==> src/rtl/pdrx_pkg.sv <==
package pdrx_pkg;

   localparam int TYPE_W = 3;
   localparam int ID_W   = 8;
   localparam int AMT_W  = 5;
   localparam int CRC_W  = 8;
   localparam int DATA_W = TYPE_W + ID_W + AMT_W;
   localparam int FRAME_W = DATA_W + CRC_W;

   typedef enum logic [2:0] {
      ST_IDLE,
      ST_SYNC,
      ST_GAP,
      ST_SPACE,
      ST_MARK,
      ST_CHECK
   } rx_state_e;

   // CRC-8, zero seed; low byte first, each byte MSB first
   function automatic logic [CRC_W-1:0] crc8_calc(input logic [DATA_W-1:0] d,
                                                  input logic [CRC_W-1:0] poly);
      logic [CRC_W-1:0] c;
      c = '0;
      for (int b = 0; b < DATA_W / 8; b++) begin
         c = c ^ d[8*b +: 8];
         for (int k = 0; k < 8; k++) begin
            if (c[CRC_W-1]) c = (c << 1) ^ poly;
            else            c = c << 1;
         end
      end
      return c;
   endfunction

endpackage

==> src/rtl/pdrx_slicer.sv <==
module pdrx_slicer #(
   parameter int SAMPLE_W = 12,
   parameter int THRESH   = 2048,
   parameter int INVERT   = 0,
   parameter int WIN_LEN  = 32,
   localparam int EN_W    = $clog2(WIN_LEN + 1)
) (
   input  logic                clk,
   input  logic                rst_n,
   input  logic                sample_en,
   input  logic [SAMPLE_W-1:0] sample,
   output logic                active,
   output logic [EN_W-1:0]     energy
);

   logic [WIN_LEN-1:0] window_q;
   logic [WIN_LEN-1:0] window_d;
   logic               above;

   assign above = (sample > SAMPLE_W'(THRESH));

   generate
      if (INVERT != 0) begin : g_inv
         assign active = ~above;
      end else begin : g_pass
         assign active = above;
      end
      if (WIN_LEN < 2) begin : g_bad_win
         $error("pdrx_slicer: WIN_LEN must be at least 2");
      end
   endgenerate

   assign window_d = {window_q[WIN_LEN-2:0], active};
   assign energy   = EN_W'($countones(window_d));

   always_ff @(posedge clk or negedge rst_n) begin
      if (!rst_n)         window_q <= '0;
      else if (sample_en) window_q <= window_d;
   end

endmodule

==> src/rtl/pdrx_bit_fsm.sv <==
module pdrx_bit_fsm
   import pdrx_pkg::*;
#(
   parameter int EN_W      = 6,
   parameter int HDR_MIN   = 24,
   parameter int SYNC_WAIT = 10,
   parameter int HDR_GAP   = 8,
   parameter int ZERO_MIN  = 4,
   parameter int ONE_MIN   = 12,
   parameter int MARK_MAX  = 12,
   parameter int TMR_W     = 8,
   localparam int CNT_W    = $clog2(FRAME_W + 1)
) (
   input  logic               clk,
   input  logic               rst_n,
   input  logic               sample_en,
   input  logic               active,
   input  logic [EN_W-1:0]    energy,
   output logic               frame_done,
   output logic [FRAME_W-1:0] frame_word
);

   rx_state_e          state;
   logic [TMR_W-1:0]   timer;
   logic [CNT_W-1:0]   bit_cnt;
   logic [FRAME_W-1:0] acc;
   logic [TMR_W-1:0]   eff;

   generate
      if (ZERO_MIN >= ONE_MIN) begin : g_bad_thr
         $error("pdrx_bit_fsm: ZERO_MIN must be below ONE_MIN");
      end
      if (MARK_MAX >= (1 << TMR_W) - 1 || ONE_MIN + HDR_GAP >= (1 << TMR_W) - 1) begin : g_bad_tmr
         $error("pdrx_bit_fsm: TMR_W too narrow");
      end
   endgenerate

   // the first run also spans the header gap; discount it
   always_comb begin
      if (bit_cnt == '0)
         eff = (timer >= TMR_W'(HDR_GAP)) ? timer - TMR_W'(HDR_GAP) : '0;
      else
         eff = timer;
   end

   always_ff @(posedge clk or negedge rst_n) begin
      if (!rst_n) begin
         state   <= ST_IDLE;
         timer   <= '0;
         bit_cnt <= '0;
         acc     <= '0;
      end else begin
         case (state)
            ST_IDLE: begin
               if (sample_en && energy >= EN_W'(HDR_MIN)) begin
                  state <= ST_SYNC;
                  timer <= '0;
               end
            end
            ST_SYNC: begin
               if (sample_en) begin
                  timer <= timer + 1'b1;
                  if (timer + 1'b1 >= TMR_W'(SYNC_WAIT)) state <= ST_GAP;
               end
            end
            ST_GAP: begin
               if (sample_en && !active) begin
                  state   <= ST_SPACE;
                  timer   <= '0;
                  bit_cnt <= '0;
                  acc     <= '0;
               end
            end
            ST_SPACE: begin
               if (sample_en) begin
                  if (active) begin
                     if (eff >= TMR_W'(ZERO_MIN)) begin
                        acc     <= {(eff >= TMR_W'(ONE_MIN)), acc[FRAME_W-1:1]};
                        bit_cnt <= bit_cnt + 1'b1;
                        state   <= (bit_cnt == CNT_W'(FRAME_W - 1)) ? ST_CHECK : ST_MARK;
                        timer   <= TMR_W'(1);
                     end else begin
                        state <= ST_IDLE;
                        timer <= '0;
                     end
                  end else if (timer != '1) begin
                     timer <= timer + 1'b1;
                  end
               end
            end
            ST_MARK: begin
               if (sample_en) begin
                  if (!active) begin
                     state <= ST_SPACE;
                     timer <= '0;
                  end else if (timer >= TMR_W'(MARK_MAX)) begin
                     state <= ST_IDLE;
                     timer <= '0;
                  end else begin
                     timer <= timer + 1'b1;
                  end
               end
            end
            ST_CHECK: begin
               state <= ST_IDLE;
               timer <= '0;
            end
            default: state <= ST_IDLE;
         endcase
      end
   end

   assign frame_done = (state == ST_CHECK);
   assign frame_word = acc;


   hdr_entry_chk: assert property (@(posedge clk) disable iff (!rst_n)
      (state != ST_IDLE) && ($past(state) == ST_IDLE)
      |-> $past(sample_en) && ($past(energy) >= EN_W'(HDR_MIN)));


   bit_on_tick_chk: assert property (@(posedge clk) disable iff (!rst_n)
      (bit_cnt > $past(bit_cnt)) |-> $past(sample_en) && $past(active));

endmodule

==> src/rtl/pdrx_crc_check.sv <==
module pdrx_crc_check
   import pdrx_pkg::*;
#(
   parameter logic [CRC_W-1:0] CRC_POLY = 8'h07
) (
   input  logic               clk,
   input  logic               rst_n,
   input  logic               frame_done,
   input  logic [FRAME_W-1:0] frame_word,
   output logic               frame_valid,
   output logic               crc_error,
   output logic [TYPE_W-1:0]  frame_type,
   output logic [ID_W-1:0]    frame_id,
   output logic [AMT_W-1:0]   frame_amount
);

   logic [CRC_W-1:0] crc_calc;
   logic             crc_ok;

   assign crc_calc = crc8_calc(frame_word[DATA_W-1:0], CRC_POLY);
   assign crc_ok   = (crc_calc == frame_word[FRAME_W-1:DATA_W]);

   always_ff @(posedge clk or negedge rst_n) begin
      if (!rst_n) begin
         frame_valid  <= 1'b0;
         crc_error    <= 1'b0;
         frame_type   <= '0;
         frame_id     <= '0;
         frame_amount <= '0;
      end else begin
         frame_valid <= frame_done && crc_ok;
         crc_error   <= frame_done && !crc_ok;
         if (frame_done && crc_ok) begin
            frame_type   <= frame_word[TYPE_W-1:0];
            frame_id     <= frame_word[TYPE_W +: ID_W];
            frame_amount <= frame_word[TYPE_W+ID_W +: AMT_W];
         end
      end
   end


   one_pulse_chk: assert property (@(posedge clk) disable iff (!rst_n)
      $onehot0({frame_valid, crc_error}));


   valid_after_done_chk: assert property (@(posedge clk) disable iff (!rst_n)
      (frame_valid || crc_error) |-> $past(frame_done));


   field_hold_chk: assert property (@(posedge clk) disable iff (!rst_n)
      !frame_valid |-> $stable(frame_id) && $stable(frame_type) && $stable(frame_amount));

endmodule

==> src/rtl/pdist_frame_rx.sv <==
module pdist_frame_rx
   import pdrx_pkg::*;
#(
   parameter int SAMPLE_W  = 12,
   parameter int THRESH    = 2048,
   parameter int INVERT    = 0,
   parameter int WIN_LEN   = 32,
   parameter int HDR_MIN   = 24,
   parameter int SYNC_WAIT = 10,
   parameter int HDR_GAP   = 8,
   parameter int ZERO_MIN  = 4,
   parameter int ONE_MIN   = 12,
   parameter int MARK_MAX  = 12,
   parameter int TMR_W     = 8,
   parameter logic [CRC_W-1:0] CRC_POLY = 8'h07,
   localparam int EN_W     = $clog2(WIN_LEN + 1)
) (
   input  logic                clk,
   input  logic                rst_n,
   input  logic                sample_en,
   input  logic [SAMPLE_W-1:0] sample,
   output logic                frame_valid,
   output logic                crc_error,
   output logic [TYPE_W-1:0]   frame_type,
   output logic [ID_W-1:0]     frame_id,
   output logic [AMT_W-1:0]    frame_amount
);

   generate
      if (HDR_MIN > WIN_LEN || HDR_MIN < 1) begin : g_bad_hdr
         $error("pdist_frame_rx: HDR_MIN must lie in 1..WIN_LEN");
      end
      if (THRESH >= (1 << SAMPLE_W)) begin : g_bad_lvl
         $error("pdist_frame_rx: THRESH exceeds sample range");
      end
   endgenerate

   logic               act;
   logic [EN_W-1:0]    energy;
   logic               done;
   logic [FRAME_W-1:0] word;

   pdrx_slicer #(
      .SAMPLE_W (SAMPLE_W),
      .THRESH   (THRESH),
      .INVERT   (INVERT),
      .WIN_LEN  (WIN_LEN)
   ) slicer_i (
      .clk       (clk),
      .rst_n     (rst_n),
      .sample_en (sample_en),
      .sample    (sample),
      .active    (act),
      .energy    (energy)
   );

   pdrx_bit_fsm #(
      .EN_W      (EN_W),
      .HDR_MIN   (HDR_MIN),
      .SYNC_WAIT (SYNC_WAIT),
      .HDR_GAP   (HDR_GAP),
      .ZERO_MIN  (ZERO_MIN),
      .ONE_MIN   (ONE_MIN),
      .MARK_MAX  (MARK_MAX),
      .TMR_W     (TMR_W)
   ) fsm_i (
      .clk        (clk),
      .rst_n      (rst_n),
      .sample_en  (sample_en),
      .active     (act),
      .energy     (energy),
      .frame_done (done),
      .frame_word (word)
   );

   pdrx_crc_check #(
      .CRC_POLY (CRC_POLY)
   ) crc_i (
      .clk          (clk),
      .rst_n        (rst_n),
      .frame_done   (done),
      .frame_word   (word),
      .frame_valid  (frame_valid),
      .crc_error    (crc_error),
      .frame_type   (frame_type),
      .frame_id     (frame_id),
      .frame_amount (frame_amount)
   );

endmodule

==> config.mk <==
export PLATFORM = sky130hd
export DESIGN_NAME = pdist_frame_rx
export DESIGN_NICKNAME = d
export VERILOG_FILES = /design/src/rtl/pdrx_pkg.sv /design/src/rtl/pdrx_slicer.sv /design/src/rtl/pdrx_bit_fsm.sv /design/src/rtl/pdrx_crc_check.sv /design/src/rtl/pdist_frame_rx.sv
export SDC_FILE = /design/constraint.sdc
export NUM_CORES = 1
export LEC_CHECK = 0
export BUFFER_PORTS_ARGS = -buffer_cell sky130_fd_sc_hd__buf_2
export CAP_MARGIN = 20
export CORE_UTILIZATION = 53
export DETAILED_ROUTE_END_ITERATION = 7
export PLACE_DENSITY = 0.73
export SYNTH_ARGS = -nofsm -noshare
export SYNTH_HDL_FRONTEND = slang
export SYNTH_SLANG_ARGS = --single-unit
export TNS_END_PERCENT = 10
==> constraint.sdc <==
create_clock -name clk -period 15.19 [get_ports clk]
set_input_delay 0.7595 -clock clk [delete_from_list [all_inputs] [get_ports clk]]
set_output_delay 0.7595 -clock clk [all_outputs]
set_load 0.01 [all_outputs]
* Yosys cells after proc, flatten, opt, wreduce, memory -nomap -nowiden
Cells that the tools add are included.
** Word-level totals
- Register bits after elaboration :: 89
- Bits of input ports :: 15
- Output and inout bits :: 18
** Operators by class
- Add/sub/neg operators :: 34
- Order comparisons :: 7
- Eq/ne operators :: 18
- Muxes and demuxes :: 51
- Bitwise logic cells :: 17
- Reduce and logical (&&, ||, !) cells :: 13
** Operator list (number)
- $mux 24 :: 4
- $add 6x6->6 :: 15
- $mux 8 :: 11
- $mux 3 :: 26
- $not 3->3 :: 16
- $pmux 24 s2 :: 1
- $pmux 8 s6 :: 1
- $add 1x1->2 :: 16
- $ge 8x4->1 const B :: 4
- $mux 5 :: 4
- $pmux 3 s5 :: 1
- $gt 12x12->1 const B :: 1
- $ne 2x1->1 const B :: 5
- $pmux 5 s2 :: 1
- $add 8x1->8 const B :: 1
- $eq 8x8->1 :: 1
- $ge 8x3->1 const B :: 1
- $ne 8x8->1 const B :: 1
- $reduce_and 8->1 :: 1
- $sub 8x4->8 const B :: 1
- $xor 8x8->8 :: 1
- $reduce_and 7->1 :: 1
- $eq 3x2->1 const B :: 2
- $eq 3x3->1 const B :: 2
- other kinds (15) :: 22

* Logic depth before layout (Yosys ltp)
Gate-level depths: netlist of the first run.
- Depth in word-level cells :: 36
- Mapped depth :: 22
- Mapped depth without buffers :: 20

* Cells and area by module
A second synthesis of the first run with hierarchy kept.
** Second synthesis, totals
- Cell total of the unflattened synthesis :: 454
- Area total of the unflattened synthesis :: 5348.9 um2
** Modules (own cells, without submodules)
- pdrx_bit_fsm :: instances 1, cells each 206, area an instance 2229.6 um2
- pdrx_slicer :: instances 1, cells each 163, area an instance 1953.1 um2
- pdrx_crc_check :: instances 1, cells each 85, area an instance 1166.1 um2

* Least setup slack after synthesis of the first run
OpenSTA, ideal clock, no wires.
- Path kind :: input-to-reg
- Start :: input sample[0]
- End :: register fsm_i.state[0]
- Arrival :: 5.838 ns
- Data required time :: 15.048 ns
- Setup slack :: 9.211 ns
- Stages on the path :: 20
- Path buffers :: 1
- Cells stage by stage :: or4_1 > o31ai_2 > inv_1 > clkbuf_1 > ha_1 > inv_1 > fa_1 > inv_1 > fa_1 > fa_1 > fa_1 > ha_1 > inv_1 > fa_1 > xnor2_1 > nand2_1 > o2111a_1 > a211oi_1 > and2_1 > a31oi_1
** Between the ends
- Word-level cells in the longest chain between the ends :: 10
- Elaborated cells between the ends (all ways) :: 18
** Ends and longest elaborated chain
- start, declared :: RTL line pdist_frame_rx.sv:21 : input logic [SAMPLE_W-1:0] sample,
- $gt 12x12->1 * :: RTL line pdrx_slicer.sv:20 : assign above = (sample > SAMPLE_W'(THRESH));
- net act :: RTL line pdist_frame_rx.sv:38 : logic act;
- $add 1x1->2 (not written as such) :: RTL line pdrx_slicer.sv:34 : assign energy = EN_W'($countones(window_d));
- $add 6x6->6 (not written as such) (4 in series) :: RTL line pdrx_slicer.sv:34
- $ge 6x5->1 :: RTL line pdrx_bit_fsm.sv:55 : if (sample_en && energy >= EN_W'(HDR_MIN)) begin
- $logic_and 1x1->1 :: RTL line pdrx_bit_fsm.sv:55
- $ne 2x1->1 (no source line)
- $reduce_and 8->1 (no source line)
- end signal, assigned :: RTL line pdrx_bit_fsm.sv:80 : state <= (bit_cnt == CNT_W'(FRAME_W - 1)) ? ST_CHECK : ST_MARK;
- end, declared :: RTL line pdrx_bit_fsm.sv:23 : rx_state_e state;
The timed path passes the listed nets; every way through them passes the cells marked *. The select of a mux whose other input is x is not followed.
A chain may end at the register's enable or synchronous reset.

* Worst setup path after layout of the first run
- Start :: input sample[0]
- End :: register fsm_i.timer[6]
** Between the ends
- Word-level cells in the longest chain between the ends :: 10
- Elaborated cells between the ends (all ways) :: 19
** Ends and longest elaborated chain
- $gt 12x12->1 * :: RTL line pdrx_slicer.sv:20
- $add 1x1->2 (not written as such) :: RTL line pdrx_slicer.sv:34
- $add 6x6->6 (not written as such) (4 in series) :: RTL line pdrx_slicer.sv:34
- $ge 6x5->1 :: RTL line pdrx_bit_fsm.sv:55
- $logic_and 1x1->1 :: RTL line pdrx_bit_fsm.sv:55
- $ne 2x1->1 (no source line)
- $reduce_and 7->1 (no source line)
- end signal, assigned :: RTL line pdrx_bit_fsm.sv:62 : timer <= timer + 1'b1;
- end signal, assigned :: RTL line pdrx_bit_fsm.sv:87 : timer <= timer + 1'b1;
- end signal, assigned :: RTL line pdrx_bit_fsm.sv:100 : timer <= timer + 1'b1;
- end, declared :: RTL line pdrx_bit_fsm.sv:24 : logic [TMR_W-1:0] timer;
Every way passes the cells marked *; elsewhere a longest branch is shown, timed or not. The select of a mux whose other input is x is not followed.

==> results of run 1 <==
## stage by stage
| stage | hold WS, ps | area [µm²] | util | instances |
|---|---|---|---|---|
| after floorplan | 464 | 5690 | - | 492 |
| after global placement | 484 | 5900 | 0.569 | 633 |
| after detailed placement | 488 | 5900 | 0.569 | 633 |
| after CTS | 382 | 6150 | 0.594 | 649 |
| after global routing | 404 | 6150 | 0.594 | 649 |
| final | 370 | 6150 | 0.594 | 649 |
## worst min-delay path by stage
stage / slack (ps) / end / from / depth (start not counted)
3_3_place_gp: 480 / crc_i.frame_id[7]$_DFFE_PN0P_ / crc_i.frame_id[7]$_DFFE_PN0P_ / 1
4_1_cts: 380 / slicer_i.window_q[4]$_DFFE_PN0P_ / rst_n / 1
6_report: 370 / slicer_i.window_q[3]$_DFFE_PN0P_ / rst_n / 1
5_1_grt: 400 / slicer_i.window_q[3]$_DFFE_PN0P_ / rst_n / 1
3_5_place_dp: 490 / crc_i.frame_amount[0]$_DFFE_PN0P_ / crc_i.frame_amount[0]$_DFFE_PN0P_ / 1
2_1_floorplan: 460 / crc_i.crc_error$_DFF_PN0_ / rst_n / 0
## cells by family (layout without fill, tap and decap cells)
kind of cell	after synthesis	in the layout	share of synthesized area
buffers and inverters	92	113	0.0645
flip-flops	89	89	0.392
AND/OR/NAND/NOR	89	89	0.0889
AO/OA/AOI/OAI	76	76	0.103
adder cells (fa/ha/maj)	57	57	0.160
multiplexers	51	51	0.106
XOR/XNOR	38	38	0.0858
## per-layer routing
metal	up-vias	wire, µm
met5	-	0
met4	0	146
met3	9	301
met2	57	5460
met1	1870	4720
li1	1736	-
## cell type report
cell class	instances	area [µm²]
clock buffers	10	138
well taps	136	170
multi-input cells	311	3090
inverters	63	236
repair buffers	34	178
flip-flops and latches	89	2230
fillers	875	4220
clock inverters	6	113
## sequential cells by signal, summed over array words and instances (netlist names)
name                flops
crc_i.crc_error         1
crc_i.frame_amount      5
crc_i.frame_id          8
crc_i.frame_type        3
crc_i.frame_valid       1
fsm_i.bit_cnt           5
fsm_i.frame_word       24
fsm_i.state             3
fsm_i.timer             8
slicer_i.window_q      31
## worst reg2reg max path, cell delays in order, from the launching register on
cell       delay, ps
dfrtp_1          420
ha_1             290
inv_1             50
fa_1             460
fa_1             550
inv_1             60
fa_1             510
fa_1             440
fa_1             550
ha_1             170
inv_1             70
fa_1             420
xnor2_1          150
nand2_1           90
o2111ai_1         90
nand4b_1         390
or2_2            480
o31ai_1          270
## cells in the final DEF (no fill, tap or decap), drive strengths merged, types with 3 or more instances in the layout
master | Yosys | final
nor4 | 4 | 4
xnor3 | 8 | 8
and3 | 4 | 4
nand4b | 3 | 3
a21oi | 4 | 4
a31o | 3 | 3
a22o | 24 | 24
inv | 63 | 65
xnor2 | 21 | 21
xor2 | 6 | 6
nand3 | 13 | 13
dfrtp | 89 | 89
nor2 | 16 | 16
and2 | 4 | 4
buf | 8 | 34
nor3 | 3 | 3
or3 | 3 | 3
clkbuf | 21 | 10
nand3b | 3 | 3
xor3 | 3 | 3
nand2 | 16 | 16
mux2 | 48 | 48
ha | 31 | 31
a31oi | 9 | 9
bufinv | 0 | 3
o21ai | 11 | 11
o31ai | 6 | 6
fa | 26 | 26
nand4 | 6 | 6
mux2i | 3 | 3
==> impl_metrics.json, run 1 <==
{
  "port_buffers": 32,
  "synth_ff_type": "dfrtp_1",
  "netlist_area_um2": 5690,
  "numCtsBuffers": 9,
  "grt_first_pass_wirelength_um": 18700,
  "async_reset_ff_frac": 1.00,
  "routed_via_density": 5.66,
  "yosys_warnings": 0,
  "crit_start": "sample[0]",
  "clock_latency_ps": 360,
  "die-width_um": 106,
  "path_clk_slew_ps": 90,
  "setup_slack_ps": 8730,
  "worst_path_largest_cell_delay_ps": 550,
  "gr-total-overflow": 0,
  "routedWlPerCell_um": 16.4,
  "synth_cell_types": 58,
  "drc": 0,
  "antenna_cells": 0,
  "period_minus_slack_ps": 6460,
  "core-area_um2": 10400,
  "dieArea_um2": 11100,
  "cp_top_family": "adder cells",
  "clock_sinks": 89,
  "antenna_found_initial": 0,
  "r2r-end": "fsm_i.timer[6]$_DFFE_PN0P_",
  "drtAntennaViolNets": 0,
  "gp_congestion": 0.849,
  "syn-num-nets": 564,
  "cp_cell_sequence": "buf_2 -> or4_1 -> o31ai_2 -> inv_1 -> ha_1 -> inv_1 -> fa_1 -> inv_1 -> fa_1 -> fa_1 -> fa_1 -> ha_1 -> inv_1 -> fa_1 -> xnor2_1 -> nand2_1 -> o2111ai_1 -> nand4b_1 -> or2_2 -> o31ai_1",
  "cts_resized": 0,
  "yosysTopAreaCell": "dfrtp_1",
  "yosysMostFrequentCell": "dfrtp_1",
  "synth_cells": 492,
  "grt_pass1_vias": 3778,
  "rsz0062_at_grt": "no",
  "worst-path-stages": 20,
  "grt_max_degree": 51,
  "drtIter0Drc": 290,
  "cts_tree": "yes",
  "run_status": "finished clean",
  "r2r_slack_ps": 9620,
  "drive_gt1_frac": 0.205,
  "critPathMaxFanout": 15,
  "maxCapViolCount": 0,
  "setup_viol": 0,
  "tightest_slew_ps": 1040,
  "crit_type": "in -> reg",
  "pre_cts_slack_ps": 8360,
  "cp.arrival_ps": 6710,
  "ctsHoldBuffers": 0,
  "critPathCapture": "fsm_i.timer[6]$_DFFE_PN0P_",
  "cts_max_path_buffers": 2,
  "ys_ff_latch": 89,
  "yosysTopAreaCellShare": 0.392,
  "use_met1": 0.283,
  "crit_path_frequent_cell": "fa_1",
  "die_y_um": 106,
  "cts_setup_buffers": 0,
  "hold_viol_final": 0,
  "r2r_cells": 17,
  "seq_area_frac_synth": 0.392,
  "max_freq_ghz": 0.155,
  "period_share": 0.426,
  "report.final.slew_viol_count": 0,
  "cp.buffers_inverters": 5,
  "synth_edf_count": 0,
  "finalNetCount": 580,
  "wl_um": 10600,
  "relSlewSlack": 0.304,
  "use_met2": 0.361,
  "cp_slowest_cell": "or4_1",
  "setup_tns_ps": 0,
  "vias": 3672,
  "root_buffer": "clkbuf_8",
  "hold_path.class": "in -> async",
  "crit_path_start_kind": "input port",
  "hpwl_um": 7760,
  "busiest_layer": "met2",
  "cp.required_ps": 15440,
  "grtUsageMet3": 0.0414,
  "syn_avg_cell_area_um2": 11.6,
  "firstDrtPassIters": 4,
  "track_usage": 0.213,
  "area_growth_pct": 8.23,
  "end_kind": "register",
  "io-pin-count": 33,
  "skew_ps": 13.6,
  "cts_max_level": 3,
  "rows": 37,
  "synth_top_cells_by_area": "dfrtp_1, fa_1, mux2_2",
  "synthTopCellsByCount": "dfrtp_1, inv_1, mux2_2",
  "reg2reg_from": "slicer_i.window_q[8]$_DFFE_PN0P_",
  "start_util": 0.548
}
Power of run 1 is left out: the tool's default activity adds up to more than one toggle a clock period on the data nets, which glitch-free logic cannot reach.
==> run 2: changes to the inputs <==
--- a/config.mk
+++ b/config.mk
@@ -5,11 +5,12 @@
 export SDC_FILE = /design/constraint.sdc
 export NUM_CORES = 1
 export LEC_CHECK = 0
+export ABC_AREA = 1
 export BUFFER_PORTS_ARGS = -buffer_cell sky130_fd_sc_hd__buf_2
 export CAP_MARGIN = 20
 export CORE_UTILIZATION = 53
 export DETAILED_ROUTE_END_ITERATION = 7
-export PLACE_DENSITY = 0.73
+export PLACE_DENSITY = 0.76
 export SYNTH_ARGS = -nofsm -noshare
 export SYNTH_HDL_FRONTEND = slang
 export SYNTH_SLANG_ARGS = --single-unit
==> constraint.sdc (replaced) <==
create_clock -name clk -period 5.6 [get_ports clk]
set_input_delay 0.28 -clock clk [delete_from_list [all_inputs] [get_ports clk]]
set_output_delay 0.28 -clock clk [all_outputs]
set_load 0.01 [all_outputs]
==> run 2 against run 1 <==
  * Count of clock-buffer cells in the layout is 1 lower
  * Critical path type is now reg -> reg
  * Routed wire length up 11%
  * Worst hold slack got worse by 64 ps
  * Via count up 29%
  * Final area grew 2.1%
  * First-iteration DRC count up 12%
  * Cell count is 40% higher
  * Sequential cell count did not move
  * Sequential share of layout area shrank 0.75 points
==> impl_metrics.json, run 2 <==
{
  "io-pin-count": 33,
  "max_freq_ghz": 0.193,
  "skew_ps": 12.8,
  "synth_ff_type": "dfrtp_1",
  "die-width_um": 107,
  "crit_path_frequent_cell": "fa_1",
  "clock_sinks": 89,
  "power_w": 0.00259,
  "async_reset_ff_frac": 1.00,
  "grt_max_degree": 73,
  "drive_gt1_frac": 0.104,
  "synth_cell_types": 33,
  "wl_um": 11800,
  "gr-total-overflow": 0,
  "synth_cells": 737,
  "clock_latency_ps": 380,
  "multi_input_area_um2": 3000,
  "report.final.slew_viol_count": 0,
  "core-area_um2": 10500,
  "synthTopCellsByCount": "nand2_1, inv_1, dfrtp_1",
  "syn-num-nets": 809,
  "netlist_area_um2": 5800,
  "cts_max_level": 3,
  "rows": 37,
  "yosys_warnings": 0,
  "period_share": 0.924,
  "antenna_found_initial": 0,
  "grt_first_pass_wirelength_um": 20600,
  "dr_wl_met2_um": 5600,
  "layout_common_cells": "nand2_1, inv_1, dfrtp_1",
  "largest-register": "slicer_i.window_q",
  "largest_reg_flops": 31,
  "run_status": "finished clean",
  "root_buffer": "clkbuf_8",
  "hpwl_um": 8700,
  "placed_cells_incl_taps": 890,
  "finalNetCount": 838,
  "top_layer": "met4",
  "numCtsBuffers": 9,
  "firstDrtPassIters": 6,
  "cp_slowest_cell": "fa_1",
  "critPathMaxFanout": 16,
  "leakage_nw": 3.41,
  "ir_worst_vdd_uv": 440,
  "synth_top_cells_by_area": "dfrtp_1, nand2_1, fa_1",
  "period_minus_slack_ps": 5170,
  "wl_met3_um": 567,
  "yosysTopAreaCell": "dfrtp_1",
  "hold_path.class": "in -> async",
  "cp.arrival_ps": 5470,
  "tightest_slew_ps": 897,
  "mostFrequentLayoutCell": "nand2_1",
  "drtAntennaViolNets": 0,
  "end_kind": "register",
  "track_usage": 0.225,
  "grt_pass1_vias": 4466,
  "setup_tns_ps": 0,
  "stdcell_count": 907,
  "yosysMostFrequentCell": "nand2_1",
  "cts_resized": 0,
  "cts_tree": "yes",
  "hold_viol_final": 0,
  "routedWlPerCell_um": 13.0,
  "relSlewSlack": 0.402,
  "drt-met1-wl_um": 5450,
  "cp.required_ps": 5900,
  "gp_congestion": 0.926,
  "routed_via_density": 5.24,
  "drc": 0,
  "syn_avg_cell_area_um2": 7.87,
  "crit_type": "reg -> reg",
  "setup_viol": 0,
  "start_util": 0.554,
  "antenna_cells": 0,
  "cts_max_path_buffers": 2,
  "rsz0062_at_grt": "no",
  "p_per_area_nw_per_um2": 413,
  "path_clk_slew_ps": 110,
  "worst_path_largest_cell_delay_ps": 570,
  "die_y_um": 107,
  "regArea_um2": 2230,
  "area_growth_pct": 8.42,
  "ys_ff_latch": 89,
  "crit_path_start_kind": "register",
  "port_buffers": 32,
  "vias": 4753,
  "maxCapViolCount": 0,
  "drtIter0Drc": 326,
  "fillers": 903,
  "dieArea_um2": 11400,
  "yosysTopAreaCellShare": 0.384,
  "seq_area_frac_synth": 0.384,
  "cp_cell_sequence": "ha_1 -> inv_1 -> fa_1 -> inv_1 -> fa_1 -> fa_1 -> fa_1 -> fa_1 -> ha_1 -> inv_1 -> fa_1 -> xor2_1 -> o21ai_0 -> nor3_1 -> nor3_1 -> buf_4 -> nand3_1 -> o21ai_0",
  "synth_edf_count": 0
}
-- run 2: cell types whose count changed after synthesis, moves of 9 or more --
cell      previous run  this run
a22o_1              24         0
a31oi_1              9         0
clkbuf_1            21        12
inv_1               63       122
mux2_2              39         0
mux2_4               9         0
nand2_1             16       212
nand3_1             13        65
nor2_1              16        28
o21ai_0             10        49
o22ai_1              0        23
xnor2_1             21         4
-- run 2: logic make-up (layout without fill, tap and decap cells) --
logic type,Yosys count,after routing,synth area share
buf+inv,148,182,0.0989
simple gates,342,342,0.256
fa+ha+maj,57,57,0.157
xor+xnor,15,15,0.0227
flops,89,89,0.384
compound gates,86,86,0.0816
-- run 2: report_power, final --
group	total, W	leakage (nW)	switching [W]	internal (W)
sequential	0.000749	1.21	0.0000504	0.000699
combinational	0.00140	2.11	0.000847	0.000554
clock	0.000444	0.0951	0.000271	0.000173
-- run 2: stage by stage --
step           utilization  hold slack [ps]  cell area, µm²  worst slack [ps]
6_report             0.601              306            6280               428
5_1_grt              0.601              323            6280               174
4_1_cts              0.601              306            6280               461
3_5_place_dp         0.581              170            6080               485
3_3_place_gp         0.580              162            6070               639
2_1_floorplan            -            -15.6            5800               574
-- run 2: layer usage --
| layer | up-vias | track usage |
|---|---|---|
| met5 | - | 0 |
| met4 | 0 | 0.0646 |
| met3 | 21 | 0.0371 |
| met2 | 125 | 0.363 |
| met1 | 2229 | 0.315 |
| li1 | 2378 | - |
-- run 2: area by class of cell --
class	instances	area share
Sequential cell	89	0.354
Timing Repair Buffer	37	0.0334
Multi-Input combinational cell	500	0.477
Tap cell	136	0.0271
Clock inverter	7	0.0111
Clock buffer	9	0.0197
Inverter	129	0.0770
-- run 2: repair_timing --
item,in CTS,in global routing
hold endpoints to repair,17,0
buffers inserted,0,0
hold buffers,1,0
-- run 2: worst paths after layout --
kind / from / end / cells past startpoint / slack [ps]
worst max-delay path: slicer_i.window_q[16]$_DFFE_PN0P_ / fsm_i.timer[0]$_DFFE_PN0P_ / 18 / 430
worst min-delay path: rst_n / fsm_i.timer[4]$_DFFE_PN0P_ / 2 / 310
worst max register to register: slicer_i.window_q[16]$_DFFE_PN0P_ / fsm_i.timer[0]$_DFFE_PN0P_ / 18 / 430
worst min register to register: crc_i.frame_id[1]$_DFFE_PN0P_ / crc_i.frame_id[1]$_DFFE_PN0P_ / 2 / 480
max in group asynchronous: rst_n / slicer_i.window_q[6]$_DFFE_PN0P_ / 3 / 4130
min in group clk: sample[11] / slicer_i.window_q[0]$_DFFE_PN0P_ / 4 / 380
-- run 2: critical path, delay by kind of cell, from the launching register on --
| family | cells | cell delay [ps] |
|---|---|---|
| XOR/XNOR | 1 | 150 |
| adder cells (fa/ha/maj) | 8 | 3400 |
| buffers and inverters | 4 | 420 |
| AO/OA/AOI/OAI | 2 | 340 |
| AND/OR/NAND/NOR | 3 | 370 |
| flip-flops | 1 | 410 |
Note: power is estimated with default switching activity, not from simulation.
==> run 3: changes to the inputs <==
--- a/config.mk
+++ b/config.mk
@@ -10,7 +10,7 @@
 export CAP_MARGIN = 20
 export CORE_UTILIZATION = 53
 export DETAILED_ROUTE_END_ITERATION = 7
-export PLACE_DENSITY = 0.76
+export PLACE_DENSITY = 0.74
 export SYNTH_ARGS = -nofsm -noshare
 export SYNTH_HDL_FRONTEND = slang
 export SYNTH_SLANG_ARGS = --single-unit
==> run 3 against run 2 <==
  * Clock power rose by 4.5%
  * Fmax rose by 0.13%
  * Combinational power barely moved
  * Clock skew barely moved
  * Setup slack improved by 6.8 ps
  * Global-route usage fell by 0.093 points
  * Final area rose by 0.20%
  * Die area did not move
  * Worst hold slack improved by 16 ps
  * Cell count did not move
  * Count of clock-buffer cells in the layout rose by 1
  * Non-clock buffer count did not move
==> impl_metrics.json, run 3 (same netlist as run 2, synthesis figures left out) <==
{
  "run_status": "finished clean",
  "hold_viol_final": 0,
  "setup_tns_ps": 0,
  "ir_worst_vdd_uv": 334,
  "drc": 0,
  "period_share": 0.922,
  "r2r_cells": 18,
  "gr-total-overflow": 0,
  "drive_gt1_frac": 0.102,
  "leakage_nw": 3.41,
  "cts_resized": 0,
  "grt_max_degree": 72,
  "crit_type": "reg -> reg",
  "worst_path_largest_cell_delay_ps": 560,
  "io-pin-count": 33,
  "antenna_found_initial": 0,
  "mostFrequentLayoutCell": "nand2_1",
  "port_buffers": 32,
  "numCtsBuffers": 9,
  "root_buffer": "clkbuf_8",
  "rows": 37,
  "clock_latency_ps": 370,
  "hold_path.class": "in -> async",
  "tightest_slew_ps": 867,
  "final_core_util": 0.602,
  "start_util": 0.554,
  "cp_top_family": "adder cells",
  "finalNetCount": 838,
  "core-area_um2": 10500,
  "wl_um": 11700,
  "drtAntennaViolNets": 0,
  "cts_max_path_buffers": 2,
  "finish.instance_area_um2": 6300,
  "crit_path_start_kind": "register",
  "clock_sinks": 89,
  "rsz0062_at_grt": "no",
  "skew_ps": 13.0,
  "firstDrtPassIters": 6,
  "cp.arrival_ps": 5450,
  "cts_tree": "yes",
  "drtIter0Drc": 294,
  "setup_viol": 0,
  "cp.buffers_inverters": 4,
  "track_usage": 0.225,
  "path_clk_slew_ps": 90,
  "largest-register": "slicer_i.window_q",
  "cp_slowest_cell": "fa_1",
  "grt_first_pass_wirelength_um": 20300,
  "relSlewSlack": 0.422,
  "die-width_um": 107,
  "dieArea_um2": 11400,
  "cts_max_level": 3,
  "critPathMaxFanout": 16,
  "vias": 4762,
  "hpwl_um": 8780,
  "placed_cells_incl_taps": 890,
  "grt_pass1_vias": 4640,
  "stdcell_count": 907,
  "worst-path-stages": 18,
  "maxCapViolCount": 0,
  "area_growth_pct": 8.63,
  "report.final.slew_viol_count": 0,
  "layout_common_cells": "nand2_1, inv_1, dfrtp_1",
  "routed_via_density": 5.25,
  "end_kind": "register",
  "largest_reg_flops": 31,
  "crit_path_frequent_cell": "fa_1",
  "placed_area_um2": 6080,
  "cp.required_ps": 5890,
  "die_y_um": 107,
  "max_freq_ghz": 0.194,
  "period_minus_slack_ps": 5170,
  "p_per_area_nw_per_um2": 411,
  "antenna_cells": 0,
  "gp_congestion": 0.883,
  "routedWlPerCell_um": 12.9,
  "cp_cell_sequence": "ha_1 -> fa_1 -> inv_1 -> fa_1 -> inv_1 -> fa_1 -> fa_1 -> fa_1 -> ha_1 -> inv_1 -> fa_1 -> xor2_1 -> o21ai_0 -> nor3_1 -> nor3_1 -> buf_4 -> nand3_1 -> o21ai_0"
}
==> run 3: final timing paths <==
| path | slack, ps | startpoint | end |
|---|---|---|---|
| worst max-delay path | 430 | slicer_i.window_q[15]$_DFFE_PN0P_ | fsm_i.timer[5]$_DFFE_PN0P_ |
| worst min-delay path | 320 | rst_n | slicer_i.window_q[27]$_DFFE_PN0P_ |
| worst max register to register | 430 | slicer_i.window_q[15]$_DFFE_PN0P_ | fsm_i.timer[5]$_DFFE_PN0P_ |
| worst min register to register | 470 | crc_i.frame_amount[1]$_DFFE_PN0P_ | crc_i.frame_amount[1]$_DFFE_PN0P_ |
| max in group asynchronous | 4150 | rst_n | fsm_i.bit_cnt[4]$_DFFE_PN0P_ |
| min in group clk | 360 | sample[11] | slicer_i.window_q[0]$_DFFE_PN0P_ |
==> run 3: worst reg2reg max path: stages (launching register included) <==
cell     delay, ps
dfrtp_1        410
ha_1           240
fa_1           540
inv_1           50
fa_1           490
inv_1           50
fa_1           470
fa_1           530
fa_1           560
ha_1           190
inv_1           70
fa_1           400
xor2_1         150
o21ai_0        260
nor3_1         100
nor3_1         190
buf_4          230
nand3_1         80
o21ai_0         80
==> run 3: per-layer routing <==
layer,global-route usage,up-vias,wire [µm]
met5,0,-,0
met4,0.0558,0,131
met3,0.0492,11,605
met2,0.378,126,5550
met1,0.295,2254,5390
li1,-,2371,-
==> run 3: per-stage QoR <==
stage	setup WS, ps	power (W)	hold slack [ps]
2_1_floorplan	574	0.00182	-15.6
3_3_place_gp	644	0.00204	165
3_5_place_dp	379	0.00214	169
4_1_cts	450	0.00262	308
5_1_grt	160	0.00287	331
6_report	435	0.00259	322
==> run 3: what timing repair did <==
action	in CTS	in global routing
setup buffers	0	0
hold buffers	1	0
endpoints found under the hold margin	18	0
endpoints found under the setup margin	0	0
==> run 3: area by class of cell <==
type                            count  area (µm²)
Multi-Input combinational cell    500        3000
Sequential cell                    89        2230
Fill cell                         897        4170
Inverter                          129         484
Tap cell                          136         170
Clock inverter                      6        78.8
Clock buffer                       10         128
Timing Repair Buffer               37         210
==> run 3: where the power goes <==
part | internal (W) | switching [W] | leakage [nW] | total [W]
Combinational | 0.000556 | 0.000822 | 2.11 | 0.00138
Clock | 0.000212 | 0.000251 | 0.0959 | 0.000464
Sequential | 0.000699 | 0.0000494 | 1.21 | 0.000748
